===== src/rtl/fcs_pkg.sv =====
package fcs_pkg;

    typedef enum logic {
        FIFO_A = 1'b0,
        FIFO_B = 1'b1
    } fifo_sel_e;

    typedef struct packed {
        logic      rst_a;
        logic      rst_b;
        fifo_sel_e sel;
    } rd_ctrl_t;

endpackage


===== src/rtl/fcs_edge_detect.sv =====
module fcs_edge_detect #(
    parameter bit FALLING = 1'b0
) (
    input  logic clk,
    input  logic rst_n,
    input  logic sig_i,
    output logic edge_o
);
    logic prev_d, prev_q;

    always_comb begin
        prev_d = sig_i;
    end

    always_ff @(posedge clk) begin
        if (!rst_n) prev_q <= 1'b0;
        else        prev_q <= prev_d;
    end

    generate
        if (FALLING) begin : g_fall
            assign edge_o = !sig_i && prev_q;
        end else begin : g_rise
            assign edge_o = sig_i && !prev_q;
        end
    endgenerate
endmodule


===== src/rtl/fcs_write_ctrl.sv =====
module fcs_write_ctrl #(
    parameter int DATA_W = 8,
    parameter int LINES  = 188
) (
    input  logic              clk,
    input  logic              rst_n,
    input  logic [DATA_W-1:0] luma_i,
    input  logic              active_i,
    input  logic              vblank_i,
    input  logic              field_i,
    input  logic              single_i,
    input  logic              hs_rise_i,
    input  logic              vb_fall_i,
    output logic [DATA_W-1:0] wr_data_o,
    output logic              wr_en_a_o,
    output logic              wr_en_b_o,
    output logic              wr_rst_a_o,
    output logic              wr_rst_b_o
);
    import fcs_pkg::*;

    localparam int LCNT_W = $clog2(LINES + 1);
    localparam logic [LCNT_W-1:0] LINES_C = LCNT_W'(LINES);

    typedef struct packed {
        logic              cap_en;
        fifo_sel_e         tgt;
        logic              single;
        logic [LCNT_W-1:0] lines;
        logic              line_wr;
        logic              wen_a;
        logic              wen_b;
        logic              wrst_a;
        logic              wrst_b;
        logic [DATA_W-1:0] data;
    } wr_state_t;

    wr_state_t s_d, s_q;
    logic      take_field;
    logic      do_write;

    always_comb begin
        s_d        = s_q;
        s_d.wen_a  = 1'b0;
        s_d.wen_b  = 1'b0;
        s_d.wrst_a = 1'b0;
        s_d.wrst_b = 1'b0;
        s_d.data   = luma_i;
        take_field = !single_i || !field_i;
        do_write   = 1'b0;

        if (vb_fall_i) begin
            // field boundary: latch target and mode, restart line count
            s_d.cap_en  = take_field;
            s_d.tgt     = field_i ? FIFO_B : FIFO_A;
            s_d.single  = single_i;
            s_d.lines   = '0;
            s_d.line_wr = 1'b0;
            s_d.wrst_a  = take_field && !field_i;
            s_d.wrst_b  = take_field && field_i;
        end else begin
            do_write = s_q.cap_en && active_i && !vblank_i
                       && (s_q.lines < LINES_C);
            if (hs_rise_i) begin
                if (s_q.line_wr) s_d.lines = s_q.lines + 1'b1;
                s_d.line_wr = do_write;
            end else begin
                s_d.line_wr = s_q.line_wr || do_write;
            end
            s_d.wen_a = do_write && (s_q.tgt == FIFO_A);
            s_d.wen_b = do_write && (s_q.tgt == FIFO_B);
        end
    end

    always_ff @(posedge clk) begin
        if (!rst_n) begin
            s_q <= '0;
        end else begin
            s_q <= s_d;
        end
    end

    assign wr_data_o  = s_q.data;
    assign wr_en_a_o  = s_q.wen_a;
    assign wr_en_b_o  = s_q.wen_b;
    assign wr_rst_a_o = s_q.wrst_a;
    assign wr_rst_b_o = s_q.wrst_b;

    AST_WEN_EXCLUSIVE: assert property (@(posedge clk) disable iff (!rst_n)
        !(s_q.wen_a && s_q.wen_b));
    AST_WR_IN_PICTURE: assert property (@(posedge clk) disable iff (!rst_n)
        (s_q.wen_a || s_q.wen_b) |-> $past(active_i && !vblank_i));
    AST_RST_AFTER_BLANK: assert property (@(posedge clk) disable iff (!rst_n)
        (s_q.wrst_a || s_q.wrst_b) |-> $past(!vblank_i));
    AST_RST_ONE_CYCLE: assert property (@(posedge clk) disable iff (!rst_n)
        (s_q.wrst_a || s_q.wrst_b) |=> !(s_q.wrst_a || s_q.wrst_b));
    AST_LINE_CAP: assert property (@(posedge clk) disable iff (!rst_n)
        s_q.lines <= LINES_C);
    AST_SINGLE_B_IDLE: assert property (@(posedge clk) disable iff (!rst_n)
        s_q.single |-> !(s_q.wen_b || s_q.wrst_b));
endmodule


===== src/rtl/fcs_read_ctrl.sv =====
module fcs_read_ctrl (
    input  logic clk,
    input  logic rst_n,
    input  logic start_i,
    input  logic id_i,
    input  logic single_i,
    output logic rd_rst_a_o,
    output logic rd_rst_b_o,
    output logic rd_sel_o
);
    import fcs_pkg::*;

    rd_ctrl_t r_d, r_q;
    logic     use_b;

    always_comb begin
        r_d       = r_q;
        r_d.rst_a = 1'b0;
        r_d.rst_b = 1'b0;
        use_b     = id_i && !single_i;
        if (start_i) begin
            r_d.rst_a = !use_b;
            r_d.rst_b = use_b;
            r_d.sel   = use_b ? FIFO_B : FIFO_A;
        end
    end

    always_ff @(posedge clk) begin
        if (!rst_n) begin
            r_q.rst_a <= 1'b0;
            r_q.rst_b <= 1'b0;
            r_q.sel   <= FIFO_A;
        end else begin
            r_q <= r_d;
        end
    end

    assign rd_rst_a_o = r_q.rst_a;
    assign rd_rst_b_o = r_q.rst_b;
    assign rd_sel_o   = r_q.sel;

    AST_RD_RST_EXCL: assert property (@(posedge clk) disable iff (!rst_n)
        $onehot0({r_q.rst_a, r_q.rst_b}));
    AST_RD_SINGLE_A: assert property (@(posedge clk) disable iff (!rst_n)
        r_q.rst_b |-> $past(!single_i && start_i));
    AST_SEL_HOLDS: assert property (@(posedge clk) disable iff (!rst_n)
        !(r_q.rst_a || r_q.rst_b) |-> $stable(r_q.sel));
endmodule


===== src/rtl/field_capture_seq.sv =====
module field_capture_seq #(
    parameter int DATA_W = 8,
    parameter int LINES  = 188
) (
    input  logic              clk,
    input  logic              rst_n,
    input  logic [DATA_W-1:0] luma_i,
    input  logic              hsync_i,
    input  logic              vblank_i,
    input  logic              active_i,
    input  logic              field_i,
    input  logic              single_i,
    input  logic              ofld_start_i,
    input  logic              ofld_id_i,
    output logic [DATA_W-1:0] wr_data_o,
    output logic              wr_en_a_o,
    output logic              wr_en_b_o,
    output logic              wr_rst_a_o,
    output logic              wr_rst_b_o,
    output logic              rd_rst_a_o,
    output logic              rd_rst_b_o,
    output logic              rd_sel_o
);
    logic hs_rise;
    logic vb_fall;

    fcs_edge_detect #(.FALLING(1'b0)) i_hs_edge (
        .clk    (clk),
        .rst_n  (rst_n),
        .sig_i  (hsync_i),
        .edge_o (hs_rise)
    );

    fcs_edge_detect #(.FALLING(1'b1)) i_vb_edge (
        .clk    (clk),
        .rst_n  (rst_n),
        .sig_i  (vblank_i),
        .edge_o (vb_fall)
    );

    fcs_write_ctrl #(.DATA_W(DATA_W), .LINES(LINES)) i_wr (
        .clk        (clk),
        .rst_n      (rst_n),
        .luma_i     (luma_i),
        .active_i   (active_i),
        .vblank_i   (vblank_i),
        .field_i    (field_i),
        .single_i   (single_i),
        .hs_rise_i  (hs_rise),
        .vb_fall_i  (vb_fall),
        .wr_data_o  (wr_data_o),
        .wr_en_a_o  (wr_en_a_o),
        .wr_en_b_o  (wr_en_b_o),
        .wr_rst_a_o (wr_rst_a_o),
        .wr_rst_b_o (wr_rst_b_o)
    );

    fcs_read_ctrl i_rd (
        .clk        (clk),
        .rst_n      (rst_n),
        .start_i    (ofld_start_i),
        .id_i       (ofld_id_i),
        .single_i   (single_i),
        .rd_rst_a_o (rd_rst_a_o),
        .rd_rst_b_o (rd_rst_b_o),
        .rd_sel_o   (rd_sel_o)
    );

    AST_NO_WRITE_DURING_RST: assert property (@(posedge clk) disable iff (!rst_n)
        (wr_rst_a_o || wr_rst_b_o) |-> !(wr_en_a_o || wr_en_b_o));
endmodule


===== config.mk =====
export PLATFORM = sky130hd
export DESIGN_NAME = field_capture_seq
export DESIGN_NICKNAME = d
export VERILOG_FILES = /design/src/rtl/fcs_pkg.sv /design/src/rtl/fcs_edge_detect.sv /design/src/rtl/fcs_write_ctrl.sv /design/src/rtl/fcs_read_ctrl.sv /design/src/rtl/field_capture_seq.sv
export SDC_FILE = /design/constraint.sdc
export NUM_CORES = 1
export LEC_CHECK = 0
export BUFFER_PORTS_ARGS = -buffer_cell sky130_fd_sc_hd__buf_2
export CORE_ASPECT_RATIO = 1.4
export CORE_MARGIN = 8
export CORE_UTILIZATION = 25
export DETAILED_ROUTE_END_ITERATION = 10
export GPL_ROUTABILITY_DRIVEN = 0
export HOLD_SLACK_MARGIN = 0.05
export PLACE_DENSITY_LB_ADDON = 0.25
export SYNTH_ARGS = -nofsm -noshare
export SYNTH_HDL_FRONTEND = slang
export SYNTH_SLANG_ARGS = --single-unit

===== constraint.sdc =====
create_clock -name clk -period 2.13 [get_ports clk]
set_input_delay 0 -clock clk [delete_from_list [all_inputs] [get_ports clk]]
set_output_delay 0 -clock clk [all_outputs]
set_load 0.005 [all_outputs]

Yosys cells after proc, flatten, opt, wreduce, memory -nomap -nowiden
Cells that the tools add are included.

Register bits after elaboration: 28. Memories kept: 0. Memory bits (writable): 0. Output and inout bits: 15. ROM bits: 0. Bits in latches: 0.

Shifts and indexed selects: 0. Add/subtract/negate cells: 1. Mux-type cells: 3. Order comparisons: 1. Multiply operators: 0. Eq/ne operators: 0. Bitwise gates (word level): 2. Div/mod/pow operators: 0. Reduce and logical (&&, ||, !) cells: 21.

Operators with widths (number): 1-bit logical AND (10); 8-bit by 1-bit adder with 8-bit output (second input constant) (1); 8-bit < comparator (second input constant) (1); 2-bit AND reduction (3); 1-bit zero test (5); 1-bit two-way mux (3); 1-bit logical OR (2); 1-bit inverter (2); 2-bit OR reduction (1).

Depth between registers and ports, before layout
Gate-level depths: netlist (run 1).

Word-level depth: 5. Depth in mapped cells: 4.

By module
Synthesis (run 1) repeated with hierarchy kept, for this count alone.

Cells, all modules: 105. Area total of the unflattened synthesis: 1054.8 um^2.

Modules (own cells, without submodules): fcs_write_ctrl (area an instance 878.3 um^2, cells each 90, times used 1); fcs_read_ctrl (area an instance 100.1 um^2, cells each 9, times used 1); fcs_edge_detect at i_hs_edge (area an instance 40.0 um^2, cells each 3, times used 1); fcs_edge_detect at i_vb_edge (area an instance 36.3 um^2, cells each 3, times used 1).

Least setup slack after synthesis (run 1)
OpenSTA, ideal clock, no wires.

Path kind: register to register. Start point: reg i_wr.s_q[13] in the netlist's numbering. End point: reg i_wr.s_q[17] in the netlist's numbering. Data arrival time: 1.135 ns. Setup time: 0.071 ns. Period minus slack after synthesis: 1.206 ns. Buffers on the path: 0. Cell stages (with the launch flop): 5. Setup slack: 0.924 ns. Path through: dfxtp_1 ha_1 nand4b_1 or3_1 a21oi_1.

Word-level cells in the longest chain between the ends: 1.

RTL lines: start, declared (RTL line fcs_write_ctrl.sv:38) `wr_state_t s_d, s_q;`; start signal, assigned (RTL line fcs_write_ctrl.sv:77) `s_q <= '0;`; start signal, assigned (RTL line fcs_write_ctrl.sv:79) `s_q <= s_d;`; 8-bit by 1-bit adder with 8-bit output (RTL line fcs_write_ctrl.sv:65) `if (s_q.line_wr) s_d.lines = s_q.lines + 1'b1;`.

Every way passes these cells. A chain may end at the register's enable or synchronous reset.

Worst setup path in the final report (run 1)
Start point: in vblank_i. End point: reg i_wr.s_q, in the netlist i_wr.wr_rst_b_o.

Word-level cells in the longest chain between the ends: 3.

RTL lines: start, declared (RTL line field_capture_seq.sv:9) `input logic vblank_i,`; 1-bit zero test (RTL line fcs_edge_detect.sv:22) `assign edge_o = !sig_i && prev_q;`; 1-bit logical AND (RTL line fcs_edge_detect.sv:22); 2-bit AND reduction (no line).

Every way passes these cells.

==> impl_metrics.toml, run 1 <==
[status]
status = "finished clean"

[sta]
final.setup_skew_ns = 0.00990
setup_viol_count_final = 0
finalHoldViolCount = 0
period_share = 0.658
timing.max_slew.rel_slack = 0.792
rsz0062_at_grt = "false"
fmax_mhz = 713
fin_crit_ns = 1.40
whs_ns = 0.0496
setup_tns_ns = 0
drv_slew = 0
max_slew.worst_pin.slew_ns = 0.312

[route]
routed-via-count = 823
top_layer_used = "met4"
wl_met3_um = 214
wl_per_cell_um = 11.7
vias_per_cell = 4.38
wl_um = 2190
detail_route.wirelength.met1_um = 916
wl_met2_um = 1040
dr.pass1.iters = 2
drc = 0
drtIter0Drc = 25
detail-route-antenna-nets = 0

[global_route]
grt_pass1_vias = 887
overflow = 0
grt_pass1_wl_um = 3850
antenna_found_initial = 0
grt_max_degree = 18
grtUsageTotal = 0.0706

[hold_path]
hold_end = "i_rd.rd_rst_a_o"
min_path_cells = 3
hold_class = "in2reg"
hold_start = "ofld_id_i"

[cells_and_area]
n_antenna_cell = 0
stdcell_count = 188
nets = 164
finish.utilization = 0.357
area_growth_pct = 36.4
final_common_cell = "buf_2"
drive_gt1_frac = 0.269
mostFrequentLayoutCells = "buf_2 (31), dfxtp_1 (28), dlygate4sd3_1 (16), and2_1 (9), nand2_1 (7)"

[floorplan]
initial_core_util = 0.261
die_x_um = 70.3
die_y_um = 92.1
core_area_mm2 = 0.00395
num_rows = 27
die_area_mm2 = 0.00648
pin_count = 32

[synthesis]
ys_warn_count = 0
synth_area_mm2 = 0.00103
avgSynthCellArea_um2 = 10.0
synthDistinctLibCells = 30
synth.ff_latch_count = 28
netlist_instances = 103
yosysSeqAreaShare = 0.542
synth_nets = 121

[clock_network]
cts_buffers = 3
cts_max_level = 1
cts-root-buf = "clkbuf_8"
clk_latency_ns = 0.27
cts_tree = "yes"
cts_num_sinks = 28
cts_resized = 0
clk_pin_slew_ns = 0.10
clockBufferDepth = 2

[worst_setup_path]
worst_setup_path_start_kind = "input pin"
crit_fanout = 3
cp-end-kind = "flip-flop"
cpMostUsedCell = "dlygate4sd3_1"
ff2ff_path_depth = 4
path_class = "in2reg"
path_cells = "dlygate4sd3_1, buf_2, nor2b_1, nand2_1, nor3b_1, dlygate4sd3_1"
rr_startpoint = "i_wr.s_q[13]"
required_ns = 2.35
cp.arrival_ns = 1.63
path_delay_family = "buffers and inverters"
cp_num_cells = 6
r2r_slack_ns = 0.74
r2r_end = "i_wr.s_q[19]"
critPathMaxStageDelay_ns = 0.56
critPathSlowestCell = "dlygate4sd3_1"
cp.buffers_inverters = 3

[place]
portBuffers = 31
dp_hpwl_um = 1650
dp_cells = 168

[power]
p_per_area_mw_per_mm2 = 728
peakVddDrop_v = 0.000427
leakage_nw = 0.633
total_power_mw = 1.03

[run]
timing.max_cap.violations = 0
## tightest hold or removal path, delay by kind of cell
kind                   cells  cell delay (ns)
buffers and inverters      1             0.07
and+or+nand+nor            2             0.21
## cell usage after synthesis
master | number | share of area
buf_4 | 8 | 0.058
clkbuf_1 | 1 | 0.0036
or4_1 | 2 | 0.015
nor3_1 | 1 | 0.0048
mux2i_1 | 2 | 0.019
nand3b_4 | 1 | 0.019
nor2_1 | 6 | 0.022
o31ai_1 | 2 | 0.015
and2_1 | 9 | 0.054
nand4b_1 | 1 | 0.0085
a21boi_0 | 1 | 0.0073
nand2b_1 | 1 | 0.0061
nor2b_1 | 4 | 0.024
and2_2 | 1 | 0.0073
xor2_1 | 2 | 0.017
a31o_2 | 1 | 0.0085
o22ai_1 | 1 | 0.0061
ha_1 | 1 | 0.012
nand3_1 | 1 | 0.0048
inv_1 | 3 | 0.011
a21o_1 | 1 | 0.0073
and3_1 | 1 | 0.0061
nor3b_1 | 2 | 0.015
nand4_1 | 3 | 0.018
a21oi_1 | 5 | 0.024
or3_2 | 1 | 0.0073
dfxtp_1 | 28 | 0.54
o21ai_0 | 4 | 0.019
or3_1 | 2 | 0.012
nand2_1 | 7 | 0.025
## layout make-up
type	count	area [um^2]
flip-flops and latches	28	561
fillers	407	2540
clock inverters	1	30.0
multi-input cells	63	398
repair buffers	47	315
inverters	3	11.3
clock buffers	3	41.3
well taps	43	53.8
## registers in the layout (all words and copies together) (netlist names)
| name | cells |
|---|---|
| i_wr.wr_data_o | 8 |
| i_wr.wr_en_a_o | 1 |
| i_rd.rd_sel_o | 1 |
| i_wr.s_q | 11 |
| i_rd.rd_rst_a_o | 1 |
| i_hs_edge.prev_q | 1 |
| i_wr.wr_rst_b_o | 1 |
| i_wr.wr_en_b_o | 1 |
| i_rd.rd_rst_b_o | 1 |
| i_wr.wr_rst_a_o | 1 |
| i_vb_edge.prev_q | 1 |
## repair_timing
item,in CTS,in global routing
hold buffers,16,0
buffers inserted,0,0
endpoints found under the hold margin,19,0
endpoints found under the setup margin,0,0
## stage by stage
stage | area [um^2] | worst slack [ns]
2_1_floorplan | 1030 | 0.924
3_3_place_gp | 1180 | 0.867
3_5_place_dp | 1180 | 0.791
4_1_cts | 1410 | 0.736
5_1_grt | 1410 | 0.621
6_report | 1410 | 0.728
## worst max-delay path by stage
| stage | slack [ns] | to | start |
|---|---|---|---|
| 2_1_floorplan | 0.92 | i_wr.s_q[17] | i_wr.s_q[13] |
| 3_3_place_gp | 0.87 | i_wr.s_q[20] | i_wr.s_q[15] |
| 3_5_place_dp | 0.79 | i_wr.s_q[19] | i_wr.s_q[13] |
| 4_1_cts | 0.74 | i_wr.wr_rst_b_o | vblank_i |
| 5_1_grt | 0.62 | i_wr.wr_rst_b_o | vblank_i |
| 6_report | 0.73 | i_wr.wr_rst_b_o | vblank_i |
## logic make-up after synthesis
kind of cell,after synthesis,share of synthesized area
buffers and inverters,12,0.0726
xor gates and xnor gates,2,0.0170
and+or+nand+nor,43,0.249
adders and majority gates,1,0.0121
AOI/OAI and AO/OA,15,0.0872
DFF,28,0.542
muxes,2,0.0194
## routing by layer
| metal | vias up | track usage |
|---|---|---|
| li1 | 427 | - |
| met1 | 364 | 0.0716 |
| met2 | 28 | 0.120 |
| met3 | 4 | 0.0345 |
| met4 | 0 | 0.0303 |
| met5 | - | 0 |
## report_power, final
part           internal, mW  total (mW)  leakage (nW)  switching (mW)
combinational        0.0469      0.0764         0.369          0.0295
sequential            0.538       0.542         0.229         0.00453
clock                 0.251       0.408        0.0357           0.157
total                 0.836        1.03         0.633           0.191
Power figures use the tool's default switching activity.
==> run 2, diff against run 1 <==
==> constraint.sdc (replaced) <==
create_clock -name clk -period 1.3 [get_ports clk]
set_input_delay 0 -clock clk [delete_from_list [all_inputs] [get_ports clk]]
set_output_delay 0 -clock clk [all_outputs]
set_load 0.005 [all_outputs]
==> run 2 against run 1 <==
Combinational power up 65%; sequential cell count unchanged; sequential power up 64%; final area up 0.98%; power up 50%; non-clock buffer count up 3; die area unchanged; count of clock-buffer cells in the layout up 1; clock skew down 0.0082 ns; via count up 3.6%; critical endpoint is now i_wr.s_q[20]; largest power group unchanged.
==> impl_metrics.toml, run 2 (synthesis gave the netlist of run 1 again) <==
[worst_setup_path]
worst_setup_path_start_kind = "flip-flop"
ff2ff_path_depth = 3
cp-end-kind = "flip-flop"
cp_num_cells = 3
setup.worst_path.start = "i_wr.s_q[15]"
critPathSlowestCell = "or4_1"
critPathMaxStageDelay_ns = 0.50
cp.buffers_inverters = 0
path_cells = "nand3_1, or4_1, a21oi_1"
path_delay_family = "simple AND/OR/NAND/NOR gates"
path_class = "reg2reg"
r2r_slack_ns = 0.06
required_ns = 1.50
r2r_end = "i_wr.s_q[20]"
rr_startpoint = "i_wr.s_q[15]"
cp.arrival_ns = 1.45
crit_fanout = 6

[power]
leakage_nw = 0.642
p_per_area_mw_per_mm2 = 1080
peakVddDrop_v = 0.000722

[cells_and_area]
top_register = "i_wr.s_q"
nets = 167
final_common_cell = "buf_2"
drive_gt1_frac = 0.304
area_growth_pct = 37.8
largest_register_ffs = 11
mostFrequentLayoutCells = "buf_2 (31), dfxtp_1 (26), dlygate4sd3_1 (16), and2_1 (9), nand2_1 (7)"
finish.utilization = 0.360
n_antenna_cell = 0
stdcell_count = 191

[clock_network]
clk_pin_slew_ns = 0.09
cts_buffers = 3
cts_max_level = 1
clockBufferDepth = 2
post-cts-setup-buffer-count = 0
cts_tree = "yes"
clk_latency_ns = 0.27
cts-root-buf = "clkbuf_8"
cts_num_sinks = 28

[global_route]
use_met3 = 0.0345
grt-busiest-layer = "met2"
overflow = 0
met1_usage = 0.0672
grt_pass1_wl_um = 3800
grtUsageTotal = 0.0708
met2_usage = 0.123
grt_pass1_vias = 878
antenna_found_initial = 0
grt_max_degree = 18

[sta]
max_slew.worst_pin.slew_ns = 0.320
setup_tns_ns = 0
timing.max_slew.rel_slack = 0.786
fmax_mhz = 804
worst_slack_ns = 0.0569
final.setup_skew_ns = 0.00172
period_share = 0.956
rsz0062_at_grt = "false"
setup_viol_count_final = 0
finalHoldViolCount = 0
drv_slew = 0
whs_ns = 0.0554
fin_crit_ns = 1.24

[run]
timing.max_cap.violations = 0

[route]
routed-via-count = 853
wl_per_cell_um = 12.0
drc = 0
detail-route-antenna-nets = 0
wl_um = 2290
drtIter0Drc = 25
vias_per_cell = 4.47
dr.pass1.iters = 2

[hold_path]
hold_end = "i_rd.rd_rst_a_o"
min_path_cells = 3
hold_class = "in2reg"
hold_start = "ofld_id_i"

[floorplan]
pin_count = 32
die_x_um = 70.3
num_rows = 27
die_area_mm2 = 0.00648
core_area_mm2 = 0.00395
initial_core_util = 0.261
die_y_um = 92.1

[status]
status = "finished clean"

[place]
dp_cells = 171
dp_hpwl_um = 1720
portBuffers = 31
post-place-ws_ns = 0.0562
## run 2: cell types whose count changed in the layout (fill, tap and decap cells not counted), sizes merged
cell and delta:
buf +3, clkbuf +1, bufinv -1
## run 2: power by group
part,leakage [nW],switching (mW),internal (mW)
Sequential,0.230,0.00751,0.881
Clock,0.0288,0.254,0.271
Combinational,0.384,0.0485,0.0772
## run 2: cell type report
| cell class | count | area [um^2] |
|---|---|---|
| clock buffer | 4 | 55.1 |
| fill | 403 | 2530 |
| inverter | 3 | 11.3 |
| multi-input combinational | 63 | 403 |
| sequential | 28 | 563 |
| tap | 43 | 53.8 |
| timing repair buffer | 50 | 338 |
## run 2: worst max-delay path by stage
| stage | to | slack (ns) |
|---|---|---|
| finish | i_wr.s_q[20] | 0.06 |
| global route | i_wr.s_q[20] | 0.002 |
| CTS | i_wr.s_q[17] | 0.03 |
| detailed placement | i_wr.s_q[19] | 0.06 |
| global placement | i_wr.s_q[18] | 0.09 |
| floorplan | i_wr.s_q[17] | 0.09 |
## run 2: worst register-to-register path, cell delays in order, from the launching register on
cell,delay [ns]
dfxtp_1,0.36
nand3_1,0.18
or4_1,0.50
a21oi_1,0.14
## run 2: timing repair
| item | 4_1_cts | 5_1_grt |
|---|---|---|
| resized for setup | 0 | 3 |
| hold endpoints to repair | 17 | 0 |
| hold buffers | 16 | 0 |
| setup endpoints to repair | 0 | 4 |
## run 2: metal layers
layer / wire (um) / vias to the layer above
met3: 221 / 2
met4: 17 / 0
li1: - / 431
met2: 1130 / 26
met1: 922 / 394
met5: 0 / -
## run 2: stage by stage
| stage | cell area, um^2 | total power [mW] |
|---|---|---|
| 4_1_cts | 1420 | 1.57 |
| 3_3_place_gp | 1200 | 1.00 |
| 2_1_floorplan | 1030 | 0.963 |
| 6_report | 1420 | 1.54 |
| 3_5_place_dp | 1200 | 1.00 |
| 5_1_grt | 1420 | 1.61 |
==> run 3, diff against run 2 <==
==> constraint.sdc (replaced) <==
create_clock -name clk -period 1.5 [get_ports clk]
set_input_delay 0 -clock clk [delete_from_list [all_inputs] [get_ports clk]]
set_output_delay 0 -clock clk [all_outputs]
set_load 0.005 [all_outputs]
==> run 3 against run 2 <==
Clock skew up 0.0038 ns; cell count is 1.0% lower; highest routed layer unchanged; die area did not move; final area is 1.2% lower; sequential cell count unchanged.
==> impl_metrics.toml, run 3 (synthesis gave the netlist of run 1 again) <==
[route]
wl_um = 2210
drtIter0Drc = 24
detail-route-antenna-nets = 0
drc = 0
wl_per_cell_um = 11.7
routed-via-count = 856
dr.pass1.iters = 4
vias_per_cell = 4.53

[clock_network]
clockBufferDepth = 2
cts_tree = "yes"
clk_latency_ns = 0.27
cts_max_level = 1
clk_pin_slew_ns = 0.09
cts-root-buf = "clkbuf_8"
cts_num_sinks = 28
cts_buffers = 3

[global_route]
grt_pass1_wl_um = 3750
grt-busiest-layer = "met2"
grtUsageTotal = 0.0697
grt_pass1_vias = 850
overflow = 0
met2_usage = 0.121
met1_usage = 0.0691
grt_max_degree = 18
antenna_found_initial = 0
use_met3 = 0.0324

[sta]
fin_crit_ns = 1.41
rsz0062_at_grt = "false"
max_slew.worst_pin.slew_ns = 0.313
timing.max_slew.rel_slack = 0.791
period_share = 0.941
drv_slew = 0
setup_tns_ns = 0
whs_ns = 0.107
finalHoldViolCount = 0
fmax_mhz = 708
setup_viol_count_final = 0
final.setup_skew_ns = 0.00554

[floorplan]
initial_core_util = 0.261
pin_count = 32
num_rows = 27
die_y_um = 92.1
core_area_mm2 = 0.00395
die_area_mm2 = 0.00648
die_x_um = 70.3

[worst_setup_path]
cp.arrival_ns = 1.63
r2r_end = "i_wr.s_q[17]"
required_ns = 1.72
cp-end-kind = "flip-flop"
path_delay_family = "buffers and inverters"
cpMostUsedCell = "dlygate4sd3_1"
ff2ff_path_depth = 4
crit_fanout = 3
rr_startpoint = "i_wr.s_q[13]"
path_cells = "dlygate4sd3_1, buf_2, nor2b_2, nand2_1, nor3b_1, dlygate4sd3_1"
cp.buffers_inverters = 3
worst_setup_path_start_kind = "input pin"
r2r_slack_ns = 0.15
critPathMaxStageDelay_ns = 0.57
critPathSlowestCell = "dlygate4sd3_1"
path_class = "in2reg"

[power]
peakVddDrop_v = 0.000516
p_per_area_mw_per_mm2 = 949
leakage_nw = 0.633

[cells_and_area]
mostFrequentLayoutCells = "buf_2 (31), dfxtp_1 (28), dlygate4sd3_1 (17), and2_1 (9), nand2_1 (7)"
fillerInstances = 394
final_common_cell = "buf_2"
drive_gt1_frac = 0.274
largest_register_ffs = 11
n_antenna_cell = 0
top_register = "i_wr.s_q"
area_growth_pct = 36.1
nets = 165

[hold_path]
hold_start = "rst_n"
hold_class = "in2reg"
hold_end = "i_wr.s_q[23]"
min_path_cells = 2

[place]
dp_hpwl_um = 1600
portBuffers = 31

[run]
timing.max_cap.violations = 0

[status]
status = "finished clean"
[run 3: cell types whose count changed in the layout (fill, tap and decap cells not counted)]
cell | previous run | this run
nor3b_2 | 1 | 0
dfxtp_1 | 26 | 28
dlygate4sd3_1 | 16 | 17
nor2b_1 | 4 | 3
dfxtp_2 | 2 | 0
nor3b_1 | 1 | 2
nor2b_2 | 0 | 1
buf_4 | 3 | 0
[run 3: worst max path at each step]
stage | from | cells past startpoint | to
after floorplan | i_wr.s_q[13] | 4 | i_wr.s_q[17]
after global placement | i_wr.s_q[15] | 3 | i_wr.s_q[20]
after detailed placement | i_wr.s_q[13] | 4 | i_wr.s_q[17]
after CTS | vblank_i | 6 | i_wr.wr_rst_b_o
after global routing | i_wr.s_q[13] | 4 | i_wr.s_q[19]
final | vblank_i | 6 | i_wr.wr_rst_b_o
[run 3: metrics by stage]
step                      power [mW]  area [um^2]  cells  utilization  setup WS [ns]
after global routing            1.40         1410    189        0.356         0.0182
after detailed placement       0.868         1180    168        0.298          0.166
after global placement         0.866         1180    168        0.298          0.237
after floorplan                0.835         1030    103            -          0.294
after CTS                       1.36         1400    189        0.355         0.0921
final                           1.33         1410    189        0.356         0.0882
[run 3: cell type report]
class	count	area [um^2]	area share
Timing Repair Buffer	48	325	0.231
Clock buffer	4	55.1	0.0391
Tap cell	43	53.8	0.0383
Inverter	3	11.3	0.00801
Sequential cell	28	561	0.399
Multi-Input combinational cell	63	400	0.285
[run 3: timing repair]
action	in CTS	in global routing
endpoints found under the hold margin	18	0
gates resized for setup	0	1
setup buffers	0	0
setup endpoints to repair	0	1
hold buffers	17	0
[run 3: layer usage]
layer,up-vias,share of wire
li1,431,-
met1,391,0.41
met2,30,0.49
met3,4,0.090
met4,0,0.011
met5,-,0
[run 3: report_power, final]
group	internal [mW]	total (mW)	switching, mW	leakage (nW)
combinational	0.0687	0.111	0.0426	0.376
clock	0.235	0.453	0.218	0.0288
sequential	0.764	0.770	0.00685	0.229
